`config.mk`:
```
export PLATFORM = sky130hd
export DESIGN_NAME = vp_reg_if
export DESIGN_NICKNAME = d
export VERILOG_FILES = /design/src/rtl/vp_regs_pkg.sv /design/src/rtl/vp_ctrl_regs.sv /design/src/rtl/vp_vaddr_unit.sv /design/src/rtl/vp_spr_port.sv /design/src/rtl/vp_reg_if.sv
export SDC_FILE = /design/constraint.sdc
export NUM_CORES = 2
export LEC_CHECK = 0
export CORE_ASPECT_RATIO = 1.5
export CORE_UTILIZATION = 40
export DETAILED_ROUTE_END_ITERATION = 6
export PLACE_DENSITY = 0.6
export RECOVER_POWER = 25
export SETUP_SLACK_MARGIN = 0.2
export SLEW_MARGIN = 20
export SYNTH_ARGS = -nofsm -noshare
export SYNTH_HDL_FRONTEND = slang
export SYNTH_SLANG_ARGS = --single-unit
```
`constraint.sdc`:
```
create_clock -name clk_i -period 3.8 [get_ports clk_i]
set_input_delay 0.76 -clock clk_i [delete_from_list [all_inputs] [get_ports clk_i]]
set_output_delay 0.76 -clock clk_i [all_outputs]
set_load 0.02 [all_outputs]
```
`src/rtl/vp_regs_pkg.sv`:
```
package vp_regs_pkg;
  typedef enum logic [2:0] {
    REG_CTRL = 3'd0,
    REG_MASK = 3'd1,
    REG_STAT = 3'd2,
    REG_SPTR = 3'd3,
    REG_SDAT = 3'd4,
    REG_SCRL = 3'd5,
    REG_VADR = 3'd6,
    REG_VDAT = 3'd7
  } reg_sel_e;

  localparam int unsigned NUM_REGS = 8;
  localparam int unsigned DW       = 8;
  localparam int unsigned NMI_BIT  = 7;
  localparam int unsigned INC_BIT  = 2;
  localparam int unsigned ROW_STEP = 32;
endpackage

```
`src/rtl/vp_ctrl_regs.sv`:
```
module vp_ctrl_regs
  import vp_regs_pkg::*;
(
  input  logic          clk_i,
  input  logic          rst_ni,
  input  logic          wr_ctrl_i,
  input  logic          wr_mask_i,
  input  logic          rd_stat_i,
  input  logic [DW-1:0] wdata_i,
  input  logic          vbl_set_i,
  input  logic          vbl_clr_i,
  output logic [DW-1:0] ctrl_o,
  output logic [DW-1:0] mask_o,
  output logic          vblank_o
);
  always_ff @(posedge clk_i or negedge rst_ni) begin
    if (!rst_ni) begin
      ctrl_o   <= '0;
      mask_o   <= '0;
      vblank_o <= 1'b0;
    end else begin
      if (wr_ctrl_i) ctrl_o <= wdata_i;
      if (wr_mask_i) mask_o <= wdata_i;
      // set wins over any clear in the same cycle
      if (vbl_set_i)                  vblank_o <= 1'b1;
      else if (vbl_clr_i | rd_stat_i) vblank_o <= 1'b0;
    end
  end
endmodule

```
`src/rtl/vp_vaddr_unit.sv`:
```
module vp_vaddr_unit
  import vp_regs_pkg::*;
#(
  parameter int unsigned VA_W = 14
) (
  input  logic            clk_i,
  input  logic            rst_ni,
  input  logic            wr_scrl_i,
  input  logic            wr_vadr_i,
  input  logic            wr_vdat_i,
  input  logic            rd_vdat_i,
  input  logic            rd_stat_i,
  input  logic            inc32_i,
  input  logic [DW-1:0]   wdata_i,
  input  logic [DW-1:0]   vm_rdata_i,
  output logic [DW-1:0]   scroll_x_o,
  output logic [DW-1:0]   scroll_y_o,
  output logic [VA_W-1:0] vaddr_o,
  output logic [DW-1:0]   rbuf_o
);
  localparam int unsigned HI_W = VA_W - DW;

  logic            toggle_q;
  logic [HI_W-1:0] hi_q;
  logic [VA_W-1:0] step;

  assign step = inc32_i ? VA_W'(ROW_STEP) : VA_W'(1);

  always_ff @(posedge clk_i or negedge rst_ni) begin
    if (!rst_ni) begin
      toggle_q   <= 1'b0;
      hi_q       <= '0;
      scroll_x_o <= '0;
      scroll_y_o <= '0;
      vaddr_o    <= '0;
      rbuf_o     <= '0;
    end else begin
      if (rd_stat_i) toggle_q <= 1'b0;
      if (wr_scrl_i) begin
        toggle_q <= ~toggle_q;
        if (!toggle_q) scroll_x_o <= wdata_i;
        else           scroll_y_o <= wdata_i;
      end
      if (wr_vadr_i) begin
        toggle_q <= ~toggle_q;
        if (!toggle_q) hi_q    <= wdata_i[HI_W-1:0];
        else           vaddr_o <= {hi_q, wdata_i};
      end
      if (wr_vdat_i || rd_vdat_i) vaddr_o <= vaddr_o + step;
      if (rd_vdat_i) rbuf_o <= vm_rdata_i;
    end
  end
endmodule

```
`src/rtl/vp_spr_port.sv`:
```
module vp_spr_port
  import vp_regs_pkg::*;
#(
  parameter int unsigned SPR_AW = 8
) (
  input  logic          clk_i,
  input  logic          rst_ni,
  input  logic          wr_ptr_i,
  input  logic          wr_dat_i,
  input  logic [DW-1:0] wdata_i,
  output logic [DW-1:0] rdata_o
);
  localparam int unsigned DEPTH = 1 << SPR_AW;

  logic [SPR_AW-1:0] ptr_q;
  logic [DW-1:0]     mem_q [DEPTH];

  always_ff @(posedge clk_i or negedge rst_ni) begin
    if (!rst_ni) begin
      ptr_q <= '0;
    end else if (wr_ptr_i) begin
      ptr_q <= wdata_i[SPR_AW-1:0];
    end else if (wr_dat_i) begin
      ptr_q <= ptr_q + 1'b1;
    end
  end

  always_ff @(posedge clk_i) begin
    if (wr_dat_i) mem_q[ptr_q] <= wdata_i;
  end

  assign rdata_o = mem_q[ptr_q];
endmodule

```
`src/rtl/vp_reg_if.sv`:
```
module vp_reg_if
  import vp_regs_pkg::*;
#(
  parameter int unsigned BUS_AW = 13,
  parameter int unsigned VA_W   = 14,
  parameter int unsigned SPR_AW = 8
) (
  input  logic              clk_i,
  input  logic              rst_ni,
  input  logic [BUS_AW-1:0] addr_i,
  input  logic              wr_i,
  input  logic              rd_i,
  input  logic [7:0]        wdata_i,
  output logic [7:0]        rdata_o,
  input  logic              vblank_start_i,
  input  logic              vblank_end_i,
  input  logic              spr0_hit_i,
  input  logic              spr_ovf_i,
  output logic [VA_W-1:0]   vm_addr_o,
  output logic [7:0]        vm_wdata_o,
  output logic              vm_we_o,
  output logic              vm_re_o,
  input  logic [7:0]        vm_rdata_i,
  output logic [7:0]        ctrl_o,
  output logic [7:0]        mask_o,
  output logic [7:0]        scroll_x_o,
  output logic [7:0]        scroll_y_o,
  output logic              vblank_o,
  output logic              nmi_o
);
  reg_sel_e              sel;
  logic                  rd_eff;
  logic [NUM_REGS-1:0]   wr_hit;
  logic [NUM_REGS-1:0]   rd_hit;
  logic [DW-1:0]         spr_rdata;
  logic [DW-1:0]         rbuf;

  assign sel    = reg_sel_e'(addr_i[2:0]);
  assign rd_eff = rd_i & ~wr_i;

  for (genvar g = 0; g < NUM_REGS; g++) begin : g_dec
    assign wr_hit[g] = wr_i   && (addr_i[2:0] == 3'(g));
    assign rd_hit[g] = rd_eff && (addr_i[2:0] == 3'(g));
  end

  vp_ctrl_regs u_ctrl (
    .clk_i     (clk_i),
    .rst_ni    (rst_ni),
    .wr_ctrl_i (wr_hit[REG_CTRL]),
    .wr_mask_i (wr_hit[REG_MASK]),
    .rd_stat_i (rd_hit[REG_STAT]),
    .wdata_i   (wdata_i),
    .vbl_set_i (vblank_start_i),
    .vbl_clr_i (vblank_end_i),
    .ctrl_o    (ctrl_o),
    .mask_o    (mask_o),
    .vblank_o  (vblank_o)
  );

  vp_vaddr_unit #(.VA_W(VA_W)) u_vaddr (
    .clk_i      (clk_i),
    .rst_ni     (rst_ni),
    .wr_scrl_i  (wr_hit[REG_SCRL]),
    .wr_vadr_i  (wr_hit[REG_VADR]),
    .wr_vdat_i  (wr_hit[REG_VDAT]),
    .rd_vdat_i  (rd_hit[REG_VDAT]),
    .rd_stat_i  (rd_hit[REG_STAT]),
    .inc32_i    (ctrl_o[INC_BIT]),
    .wdata_i    (wdata_i),
    .vm_rdata_i (vm_rdata_i),
    .scroll_x_o (scroll_x_o),
    .scroll_y_o (scroll_y_o),
    .vaddr_o    (vm_addr_o),
    .rbuf_o     (rbuf)
  );

  vp_spr_port #(.SPR_AW(SPR_AW)) u_spr (
    .clk_i    (clk_i),
    .rst_ni   (rst_ni),
    .wr_ptr_i (wr_hit[REG_SPTR]),
    .wr_dat_i (wr_hit[REG_SDAT]),
    .wdata_i  (wdata_i),
    .rdata_o  (spr_rdata)
  );

  assign vm_we_o    = wr_hit[REG_VDAT];
  assign vm_re_o    = rd_hit[REG_VDAT];
  assign vm_wdata_o = wdata_i;
  assign nmi_o      = ctrl_o[NMI_BIT] & vblank_o;

  always_comb begin
    rdata_o = '0;
    if (rd_eff) begin
      unique case (sel)
        REG_STAT: rdata_o = {vblank_o, spr0_hit_i, spr_ovf_i, 5'b0};
        REG_SDAT: rdata_o = spr_rdata;
        REG_VDAT: rdata_o = rbuf;
        default:  rdata_o = '0;
      endcase
    end
  end
endmodule

```
==> metrics.txt <==
vias per inst 5.635; pwr dens 576.2 nW/um^2; post-synth top area share 74.47%; CP Capture Type output pin; GRT Util Overall 21.47%; Syn Nets 4129; yosys warns 0; Skew-Pair Late Insertion Delay 850 ps; initial drt markers 3973; critical-path maximum fanout 6; TritonCTS clock tree yes; Distinct cells, synth 57; outcome finished, violations left; CTS max path bufs 4; Hold Crit Class in2async; crit share post-route 125.6%; first-pass GRT wire length 320.9 mm; vias in the first global route 44810; Die Ht 558.5 um; layout cells sized above 1 32.23%; Post-Route WL 225.7 mm; # IOs 103; Non-Filler Instances 7697; Place WS -482.7 ps; final setup margin -974.3 ps; register area share after synthesis 76.59%; post-route setup TNS -27710 ps; Final Hold Vio Count 0; largest cells by area after synthesis edfxtp_1 (74%), mux4_2 (11%), mux2i_1 (2.9%), dfrtp_1 (2.1%), nor2_1 (1.4%); crit-path max cell delay 560 ps; crit path DAT 4010 ps; Mapped Cells 4085; min Tclk post-route 4774 ps; CTS sink count 2118; most frequent cells in the layout edfxtp_1 (2048), buf_4 (652), mux4_2 (416); startpoint types flop; Hold Slack 363.8 ps; Post-DRT Antenna Nets 0; IO Port Bufs 92; Placed Cells 7319; Initial Util 40.39%; via count 43370; antenna violations before repair 6; Slew Viols, Final 1045; core area 204500 sq um; CP Cell Sequence buf_12, buf_12, buf_12, buf_4, mux4_2, a22oi_2, a31oi_1, buf_4, nor4_4, buf_4, o211ai_1, buf_4; failing checks max-capacitance violations, max-slew violations, negative setup slack; # DRC 0; WL/cell 29.32 um; Setup CP Type reg2out; most common cell after layout, fill and taps aside edfxtp_1; slew of the pin with the lowest slew margin 3123 ps; routability cong. 0.8842; Cell Rows 203; CTS clk-pin slew, worst paths 70 ps; CTS H-tree lvls 4; Final Total Pwr 57.12 mW; Root Buffer clkbuf_16; Die X 373.0 um; die area 208300 sq um; max_cap viols 14; CTS Buf Count 202; RSZ-0062 raised after global routing yes; Worst Path Required 3040 ps; Peak Freq 0.2095 GHz; Area Overhead vs Synth 20.03%; Critical-path top delay cell mux4_2; Slew headroom -108.2%; first drt pass iteration count 5; main flop type after synthesis edfxtp_1; Setup violations, final 170; Final nets 4926; leak pwr 32.40 nW; total gr overflow 0; cell taking the most area after synthesis edfxtp_1; count of flip-flops with a built-in enable after synthesis 2048; mapped cell area 82580 sq um; Post-Syn Area per Cell 20.22 sq um; dpl hpwl 147.7 mm; clk_skew 36.05 ps; Synth async-reset ratio 3.305%; post-synthesis register bit count 2118; most frequent CP cell buf_4; Fillers 16570; maximum VDD drop 0.3440 mV; largest net degree at the start of global routing 169
==> logic make-up after synthesis <==
logic type | count (synthesis) | synth area share [%]
AOI/OAI and AO/OA | 435 | 3.680
xor gates and xnor gates | 1 | 0.01061
adders and majority gates | 7 | 0.1061
buffers and inverters | 260 | 1.701
DFF | 2118 | 76.59
muxes | 712 | 15.01
and+or+nand+nor | 552 | 2.898
==> final timing paths <==
kind,start,to,slack [ps],cells after the start
worst min register to register,u_vaddr.scroll_y_o[3]$_DFFE_PN0P_,u_vaddr.scroll_y_o[3]$_DFFE_PN0P_,500,1
worst max-delay path,u_spr.ptr_q[0]$_DFFE_PN0P_,rdata_o[3],-970,12
worst min-delay path,rst_ni,u_ctrl.mask_o[2]$_DFFE_PN0P_,360,1
min in group clk_i,wdata_i[4],u_spr.mem_q[24][4]$_DFFE_PP_,410,1
worst max register to register,u_spr.ptr_q[1]$_DFFE_PN0P_,u_spr.mem_q[12][3]$_DFFE_PP_,950,8
max in group asynchronous,rst_ni,u_vaddr.toggle_q$_DFFE_PN0P_,1770,2
==> stage by stage <==
stage	instance area (sq um)	utilization, %
after CTS	99140	48.49
after global placement	92000	44.99
final	99130	48.48
after detailed placement	92000	44.99
after global routing	99120	48.48
after floorplan	82580	-
==> Yosys cell counts, types with 2 or more instances <==
| cell | number |
|---|---|
| o22ai_1 | 42 |
| o21ai_0 | 106 |
| buf_4 | 39 |
| buf_2 | 30 |
| mux2_2 | 53 |
| a221oi_1 | 100 |
| or2_2 | 4 |
| mux2i_1 | 243 |
| nand3_1 | 38 |
| o211ai_1 | 8 |
| a41oi_1 | 10 |
| nor2b_1 | 20 |
| buf_1 | 23 |
| o31ai_1 | 2 |
| nor3_1 | 11 |
| a31oi_1 | 22 |
| and2_0 | 10 |
| nand2_1 | 94 |
| a211oi_1 | 13 |
| o311ai_0 | 2 |
| a21oi_1 | 36 |
| nor3b_1 | 5 |
| and3_1 | 11 |
| nand4_1 | 15 |
| nand2b_1 | 14 |
| buf_6 | 29 |
| a31o_2 | 7 |
| nor2_1 | 309 |
| o22a_1 | 2 |
| edfxtp_1 | 2048 |
| mux4_2 | 416 |
| dfrtp_1 | 70 |
| a22o_1 | 10 |
| nor4_1 | 7 |
| a32oi_1 | 7 |
| and2_1 | 11 |
| a22oi_1 | 51 |
| a221o_1 | 8 |
| clkbuf_1 | 132 |
| inv_1 | 4 |
| ha_1 | 7 |
==> what timing repair did <==
| item | in CTS | in global routing |
|---|---|---|
| gates resized for setup | 128 | 45 |
| buffers inserted | 13 | 2 |
| setup endpoints to repair | 8 | 9 |
| hold buffers | 0 | 0 |
| cloned | 8 | 1 |
| pin swaps | 25 | 17 |
==> critical path, delay by kind of cell (launching register included) <==
kind            cells  cell delay (ps)
compound gates      3              570
buf+inv             7             1180
flops               1              470
mux                 1              560
simple gates        1              340
==> flip-flops by register name, summed over array words and instances (netlist names) <==
name and flops:
u_ctrl.mask_o 8, u_vaddr.toggle_q 1, u_ctrl.vblank_o 1, u_ctrl.ctrl_o 8
u_vaddr.scroll_y_o 8, u_vaddr.vaddr_o 14, u_spr.ptr_q 8, u_vaddr.scroll_x_o 8
u_vaddr.rbuf_o 8, u_spr.mem_q 2048, u_vaddr.hi_q 6
==> where the power goes <==
part	switching [mW]	total, mW	leakage, nW	internal (mW)
clock	8.66	19.5	3.06	10.8
sequential	0.204	26.0	19.3	25.8
combinational	6.25	11.6	10.1	5.32
total	15.1	57.1	32.4	42.0
==> final cells by class <==
type	count	area [sq um]	area share (%)
repair buffers	848	7757	7.826
multi-input cells	1707	18490	18.65
diodes	2	5.005	0.005049
clock buffers	231	5206	5.252
clock inverters	121	1051	1.060
well taps	2665	3334	3.364
inverters	5	18.77	0.01893
flip-flops and latches	2118	63260	63.82
==> metal layers <==
layer  global-route usage, %  wire length, um  share of wire [%]
met1                   25.55            83130                 37
met2                   38.43           117100                 52
met3                   3.179            13340                5.9
met4                   9.724            12140                5.4
met5                       0               22             0.0097
Power figures use the tool's default switching activity.
